File: config.mk
export PLATFORM = sky130hd
export DESIGN_NAME = cmd_byte_rx
export DESIGN_NICKNAME = d
export VERILOG_FILES = /design/src/rtl/cmdrx_pkg.sv /design/src/rtl/cmdrx_sync.sv /design/src/rtl/cmdrx_framer.sv /design/src/rtl/cmdrx_decode.sv /design/src/rtl/cmd_byte_rx.sv
export SDC_FILE = /design/constraint.sdc
export NUM_CORES = 1
export LEC_CHECK = 0
export BUFFER_PORTS_ARGS = -buffer_cell sky130_fd_sc_hd__buf_2
export CAP_MARGIN = 20
export CORE_UTILIZATION = 30
export CTS_CLUSTER_SIZE = 28
export DETAILED_ROUTE_END_ITERATION = 12
export PLACE_DENSITY = 0.48
export SYNTH_ARGS = -nofsm -noshare
export SYNTH_HDL_FRONTEND = slang
export SYNTH_HIERARCHICAL = 1
export SYNTH_SLANG_ARGS = --single-unit
File: constraint.sdc
create_clock -name clk -period 2.85 [get_ports clk]
set_clock_uncertainty 0.15 [all_clocks]
set_input_delay 0.285 -clock clk [delete_from_list [all_inputs] [get_ports clk]]
set_output_delay 0.285 -clock clk [all_outputs]
set_load 0.01 [all_outputs]
File: src/rtl/cmdrx_pkg.sv
package cmdrx_pkg;
  localparam int CMD_W = 8;
  localparam int SEL_W = 3;

  typedef enum logic [1:0] {
    PWR_FULL_DOWN = 2'b00,
    PWR_FAST_DOWN = 2'b01,
    PWR_INT_CLK   = 2'b10,
    PWR_EXT_CLK   = 2'b11
  } pwr_mode_e;

  typedef struct packed {
    logic [SEL_W-1:0] sel;
    logic             unipolar;
    logic             single;
    pwr_mode_e        pwr;
  } cmd_fields_t;
endpackage

File: src/rtl/cmdrx_sync.sv
module cmdrx_sync #(
  parameter int   STAGES  = 2,
  parameter logic RST_VAL = 1'b0
) (
  input  logic clk,
  input  logic rst,
  input  logic d,
  output logic q,
  output logic rise,
  output logic fall
);
  logic [STAGES-1:0] chain;
  logic              q_d;

  generate
    if (STAGES == 1) begin : g_one
      always_ff @(posedge clk) begin
        if (rst) chain <= RST_VAL;
        else     chain <= d;
      end
    end else begin : g_many
      always_ff @(posedge clk) begin
        if (rst) chain <= {STAGES{RST_VAL}};
        else     chain <= {chain[STAGES-2:0], d};
      end
    end
  endgenerate

  always_ff @(posedge clk) begin
    if (rst) q_d <= RST_VAL;
    else     q_d <= chain[STAGES-1];
  end

  assign q    = chain[STAGES-1];
  assign rise = q & ~q_d;
  assign fall = ~q & q_d;
endmodule

File: src/rtl/cmdrx_framer.sv
module cmdrx_framer #(
  parameter int CMD_W = 8
) (
  input  logic             clk,
  input  logic             rst,
  input  logic             cs_lvl,
  input  logic             sclk_rise,
  input  logic             din_lvl,
  output logic             byte_stb,
  output logic [CMD_W-1:0] byte_q
);
  localparam int CNT_W = $clog2(CMD_W + 1);
  localparam logic [CNT_W-1:0] LAST = CNT_W'(CMD_W - 1);

  logic [CNT_W-1:0] cnt;
  logic             done;
  logic [CMD_W-1:0] shreg;

  always_ff @(posedge clk) begin
    if (rst || cs_lvl) begin
      cnt      <= '0;
      done     <= 1'b0;
      shreg    <= '0;
      byte_stb <= 1'b0;
    end else begin
      byte_stb <= 1'b0;
      if (sclk_rise && !done) begin
        if (cnt == '0) begin
          if (din_lvl) begin
            shreg <= {{(CMD_W-1){1'b0}}, 1'b1};
            cnt   <= CNT_W'(1);
          end
        end else begin
          shreg <= {shreg[CMD_W-2:0], din_lvl};
          if (cnt == LAST) begin
            byte_stb <= 1'b1;
            done     <= 1'b1;
            cnt      <= '0;
          end else begin
            cnt <= cnt + CNT_W'(1);
          end
        end
      end
    end
  end

  assign byte_q = shreg;
endmodule

File: src/rtl/cmdrx_decode.sv
module cmdrx_decode
  import cmdrx_pkg::*;
(
  input  logic             clk,
  input  logic             rst,
  input  logic             byte_stb,
  input  logic [CMD_W-1:0] byte_q,
  output logic             cmd_valid,
  output cmd_fields_t      fields,
  output logic [SEL_W-1:0] chan
);
  cmd_fields_t next_f;

  always_comb begin
    next_f.sel      = byte_q[CMD_W-2 -: SEL_W];
    next_f.unipolar = byte_q[3];
    next_f.single   = byte_q[2];
    next_f.pwr      = pwr_mode_e'(byte_q[1:0]);
  end

  always_ff @(posedge clk) begin
    if (rst) begin
      cmd_valid <= 1'b0;
      fields    <= '0;
      chan      <= '0;
    end else begin
      cmd_valid <= byte_stb;
      if (byte_stb) begin
        fields <= next_f;
        // rotate: top select bit becomes channel LSB
        chan   <= {next_f.sel[SEL_W-2:0], next_f.sel[SEL_W-1]};
      end
    end
  end
endmodule

File: src/rtl/cmd_byte_rx.sv
module cmd_byte_rx
  import cmdrx_pkg::*;
#(
  parameter int SYNC_STAGES = 2
) (
  input  logic       clk,
  input  logic       rst,
  input  logic       cs_n,
  input  logic       sclk,
  input  logic       din,
  output logic       cmd_valid,
  output logic [2:0] cmd_sel,
  output logic [2:0] cmd_chan,
  output logic       cmd_unipolar,
  output logic       cmd_single,
  output logic [1:0] cmd_pwr
);
  logic             cs_lvl, cs_rise_u, cs_fall_u;
  logic             sclk_lvl, sclk_rise, sclk_fall_u;
  logic             din_lvl, din_rise_u, din_fall_u;
  logic             byte_stb;
  logic [CMD_W-1:0] byte_q;
  cmd_fields_t      fields;
  logic [SEL_W-1:0] chan;

  cmdrx_sync #(.STAGES(SYNC_STAGES), .RST_VAL(1'b1)) i_sync_cs (
    .clk(clk), .rst(rst), .d(cs_n), .q(cs_lvl), .rise(cs_rise_u), .fall(cs_fall_u));
  cmdrx_sync #(.STAGES(SYNC_STAGES), .RST_VAL(1'b0)) i_sync_sclk (
    .clk(clk), .rst(rst), .d(sclk), .q(sclk_lvl), .rise(sclk_rise), .fall(sclk_fall_u));
  cmdrx_sync #(.STAGES(SYNC_STAGES), .RST_VAL(1'b0)) i_sync_din (
    .clk(clk), .rst(rst), .d(din), .q(din_lvl), .rise(din_rise_u), .fall(din_fall_u));

  cmdrx_framer #(.CMD_W(CMD_W)) i_framer (
    .clk(clk), .rst(rst), .cs_lvl(cs_lvl), .sclk_rise(sclk_rise),
    .din_lvl(din_lvl), .byte_stb(byte_stb), .byte_q(byte_q));

  cmdrx_decode i_decode (
    .clk(clk), .rst(rst), .byte_stb(byte_stb), .byte_q(byte_q),
    .cmd_valid(cmd_valid), .fields(fields), .chan(chan));

  assign cmd_sel      = fields.sel;
  assign cmd_chan     = chan;
  assign cmd_unipolar = fields.unipolar;
  assign cmd_single   = fields.single;
  assign cmd_pwr      = fields.pwr;
endmodule

# Word level (Yosys, flattened, before mapping)
# Index checks and enable logic that the tools add are counted.
[totals]
wordCells = 34
input_bits = 5
ff_bits = 31
out_inout_bits = 11
[op_classes]
n_addsub = 1
n_mux = 6
n_reduce_logical = 7
eq_ne = 2
bitwise_logic = 4
[ops]
columns = ["op", "n"]
rows = [
  ["$mux W7", 2],
  ["$mux W4", 3],
  ["$add A4 B1 Y4 const B", 1],
  ["$eq A4 B3 Y1 const B", 1],
  ["$logic_not A4 Y1", 1],
  ["$not A1 Y1", 3],
  ["$reduce_and A3 Y1", 1],
  ["$reduce_or A3 Y1", 1],
  ["$ne A2 B2 Y1 const B", 1],
  ["$reduce_and A2 Y1", 1],
  ["$and A1 B1 Y1", 1],
  ["$logic_and A1 B1 Y1", 1],
  ["$logic_not A1 Y1", 1],
  ["$logic_or A1 B1 Y1", 1],
  ["$mux W1", 1],
]

# Logic depth before layout (Yosys ltp)
[logic_depth]
depth_word = 5
mapped_depth = 5
ltp_nobuf = 5

# Hierarchy
# Netlist, hierarchy kept.
[by_module_without_submodules]
columns = ["module", "cells_each", "area_each_um2", "instances"]
rows = [
  ["cmdrx_framer", 64, 583.1, 1],
  ["cmdrx_decode", 28, 300.3, 1],
  ["cmdrx_sync at i_sync_din ...", 8, 91.3, 2],
  ["cmdrx_sync at i_sync_cs", 8, 92.6, 1],
]

# Least setup slack after synthesis
# No wires, ideal clock.
[synth_timing]
path_kind = "reg-to-reg"
startpoint = "register i_sync_sclk.chain[1]"
endpoint = "register i_framer.cnt[3]"
path_slack_ns = 1.259
synth_period_minus_slack_ns = 1.591
required_time_ns = 2.630
setup_ns = 0.070
path_stages_with_launch = 5
arrival_time_ns = 1.371
path_cell_list = "dfxtp_1 nor2b_1 nand2b_4 or4_2 a21oi_1"
[synth_via]
elab_chain_len = 3
[synth_lines]
columns = ["element", "line_no", "rtl"]
rows = [
  ["from (decl)", "cmdrx_sync.sv:12", "logic [STAGES-1:0] chain;"],
  ["from (signal assigned)", "cmdrx_sync.sv:23", "if (rst) chain <= {STAGES{RST_VAL}};"],
  ["from (signal assigned)", "cmdrx_sync.sv:24", "else chain <= {chain[STAGES-2:0], d};"],
  ["$and A1 B1 Y1", "cmdrx_sync.sv:35", "assign rise = q & ~q_d;"],
  ["net sclk_rise", "cmd_byte_rx.sv:19", "logic sclk_lvl, sclk_rise, sclk_fall_u;"],
  ["$logic_and A1 B1 Y1", "cmdrx_framer.sv:27", "if (sclk_rise && !done) begin"],
  ["$reduce_and A2 Y1 (no source line)", "n/a", ""],
  ["to (signal assigned)", "cmdrx_framer.sv:40", "cnt <= cnt + CNT_W'(1);"],
  ["to (decl)", "cmdrx_framer.sv:15", "logic [CNT_W-1:0] cnt;"],
]
# The timed path passes the listed nets, and every way through them passes these cells.
# A chain may end at the register's enable or synchronous reset.

# Worst setup path in the final report
[layout_timing]
startpoint = "register i_sync_sclk.chain[1]"
endpoint = "register i_framer.shreg[2], in the netlist i_framer/byte_q[2]"
[layout_via]
elab_chain_len = 3
[layout_lines]
columns = ["element", "line_no", "rtl"]
rows = [
  ["$and A1 B1 Y1", "cmdrx_sync.sv:35", ""],
  ["net sclk_rise", "cmd_byte_rx.sv:19", ""],
  ["$logic_and A1 B1 Y1", "cmdrx_framer.sv:27", ""],
  ["$reduce_and A2 Y1 (no source line)", "n/a", ""],
  ["to (signal assigned)", "cmdrx_framer.sv:30", "shreg <= {{(CMD_W-1){1'b0}}, 1'b1};"],
  ["to (signal assigned)", "cmdrx_framer.sv:34", "shreg <= {shreg[CMD_W-2:0], din_lvl};"],
  ["to (decl)", "cmdrx_framer.sv:17", "logic [CMD_W-1:0] shreg;"],
]
# The timed path passes the listed nets, and every way through them passes these cells.

==> impl_metrics.toml <==
[cts]
root_buffer = "clkbuf_4"
cts_setup_buffers = 0
cts-resized-gates = 0
cts.reportedPaths.clkPinSlew_ps = 150
cts_made_buffers = 3
cts_sinks = 28
clockBufferDepth = 2
htree_levels = 1
worstSkewPairLatency_ps = 320
hold_buffers = 1
cts_tree = "yes"

[route]
wl_mm = 1.71
drcViolationCount = 0
first_pass_iters = 4
via_per_inst = 4.50
drt_iter0_markers = 28
avgRoutedWirePerCell_um = 10.3
vias = 743
drt.antenna.violating_nets = 0

[pwr]
p_switching_mw = 0.123
switching_share_pct = 18.5
p_int_mw = 0.546
power_per_cell_area_nw_per_um2 = 554
p_comb_share_pct = 2.5
worst_ir_drop_vdd_mv = 0.205
p_seq_share_pct = 59.4
leakagePower_nw = 0.447
power_frac_clock_pct = 38.1

[critical_path]
slowest_delay_ps = 390
cp-end-kind = "flop"
worstPathArrival_ps = 1780
crit_family = "simple AND/OR/NAND/NOR gates"
cp_slowest_cell = "nor2b_1"
rrSetupSlack_ps = 1140
path_cells = "nor2b_1 > nor2b_1 > o21a_1 > o22ai_1"
crit_fanout = 7
path_buf_inv = 0
r2r-start = "i_sync_sclk/chain[1]"
worstPathRequired_ps = 2920
crit_path_start_kind = "flop"
cpMostUsedCell = "nor2b_1"
path_class = "reg -> reg"
r2r-end = "i_framer/byte_q[2]"
ff2ff_path_depth = 4

[logic_synthesis]
synth_area_per_cell_um2 = 10.0
synth_cells = 104
syn_nets = 111
synth_area_um2 = 1040
yosysWarnings = 6

[placed_design]
hpwl_mm = 1.23
gp_congestion = 0.788
place_inst = 159
port_buffers = 15

[hold_path]
min_to = "i_sync_sclk/chain[0]"
worstHoldStart = "sclk"
min_path_type = "in -> reg"
min_path_cells = 2

[timing]
hold_violations = 0
finalSetupViolCount = 0
min_period_over_period_pct = 59.8
period_minus_slack_ps = 1710
slew_headroom_pct = 63.4
max_freq_ghz = 0.586
rsz0062_at_grt = "no"
worst_pin_slew_ps = 546
maxSlewViolCount = 0
tns_ps = 0

[cells_and_area]
n_antenna_cell = 0
area_growth_pct = 15.7
finalNonFillerCells = 165
nets = 127
drive_above_1_share_pct = 21.0

[floorplanning]
ios = 16
start_util_pct = 31.3
die_area_um2 = 3720
die-width_um = 61.0
fp.dieH_um = 61.0
core_area_um2 = 3340
std_cell_rows = 21

[global_routing]
grt_pass1_vias = 687
antenna_found_initial = 0
grtUsageTotal_pct = 11.2
grt_start_max_net_pins = 18
grt_pass1_wl_mm = 2.96
grt.overflow.total = 0

[flow_run]
max_cap_viol_count = 0

[run_status]
outcome = "finished, final reports clean"
## worst reg2reg max path, cell delays in order, from the launching register on
cell and delay, ps:
dfxtp_1 340, nor2b_1 280, nor2b_1 390, o21a_1 320
o22ai_1 130
## cells in the final DEF (no fill, tap or decap), drive strengths merged
master and count:
o21ai 4, nand2b 1, nor2b 8, ha 2, or3b 1, dfxtp 28, o22ai 6, and3b 1
mux2i 7, inv 3, clkbuf 3, dlygate4sd3 2, and3 1, o21a 1, nand2 9, bufinv 1
a21oi 4, o2111ai 1, a31oi 1, nor2 9, nand3 2, o31ai 1, nor3b 1, buf 15
or4 3, or2 3, and2b 1
## final cells by class
cell class              instances  area [um^2]
clock buffers                   3         22.5
well taps                      46         57.6
clock inverters                 1         30.0
fillers                       348         2130
multi-input cells              67          430
inverters                       3         11.3
flip-flops and latches         28          561
repair buffers                 17         95.1
## worst max-delay path by stage
stage | from | endpoint | slack (ps) | cells past startpoint
5_1_grt | i_sync_sclk/chain[1] | i_framer/byte_q[3] | 1020 | 4
3_5_place_dp | i_framer/cnt[1] | i_framer/cnt[1] | 1170 | 5
4_1_cts | i_framer/cnt[1] | i_framer/cnt[1] | 1140 | 5
6_report | i_sync_sclk/chain[1] | i_framer/byte_q[2] | 1140 | 4
2_1_floorplan | i_sync_sclk/chain[1] | i_framer/cnt[3] | 1280 | 4
3_3_place_gp | i_framer/cnt[1] | i_framer/cnt[1] | 1150 | 5
## power groups by stage
| stage | Clock (mW) | Sequential, mW | Combinational, mW |
|---|---|---|---|
| after global placement | 0 | 0.406 | 0.0144 |
| after CTS | 0.266 | 0.398 | 0.0158 |
| after global routing | 0.286 | 0.398 | 0.0185 |
| final | 0.255 | 0.397 | 0.0165 |
| after detailed placement | 0 | 0.406 | 0.0147 |
| after floorplan | 0 | 0.405 | 0.00904 |
## routing by layer
layer / global-route usage [%] / part of all wire [%] / vias to the layer above
met5: 0 / 0 / -
met1: 13.4 / 48 / 344
li1: - / - / 382
met4: 6.17 / 1.3 / 0
met3: 3.84 / 3.0 / 2
met2: 17.7 / 47 / 15
## per-stage QoR
stage          cell area (um^2)  utilization, %  setup WS, ps  power (mW)  hold WS, ps
6_report                   1210            36.2          1140       0.669         15.4
5_1_grt                    1210            36.2          1020       0.703         10.7
4_1_cts                    1200            35.9          1140       0.679         1.07
3_5_place_dp               1130            34.0          1170       0.421          251
3_3_place_gp               1130            34.0          1150       0.420          238
2_1_floorplan              1040               -          1280       0.415          207
## registers in the layout, indices dropped and copies added (netlist names)
register	flops
i_sync_sclk/q_d	1
i_sync_din/chain	2
i_sync_cs/chain	2
i_decode/cmd_valid	1
i_framer/byte_stb	1
i_framer/done	1
i_decode/chan	1
i_sync_sclk/chain	2
i_decode/fields	6
i_framer/byte_q	7
i_framer/cnt	4
Note: power is estimated with default switching activity, not from simulation.
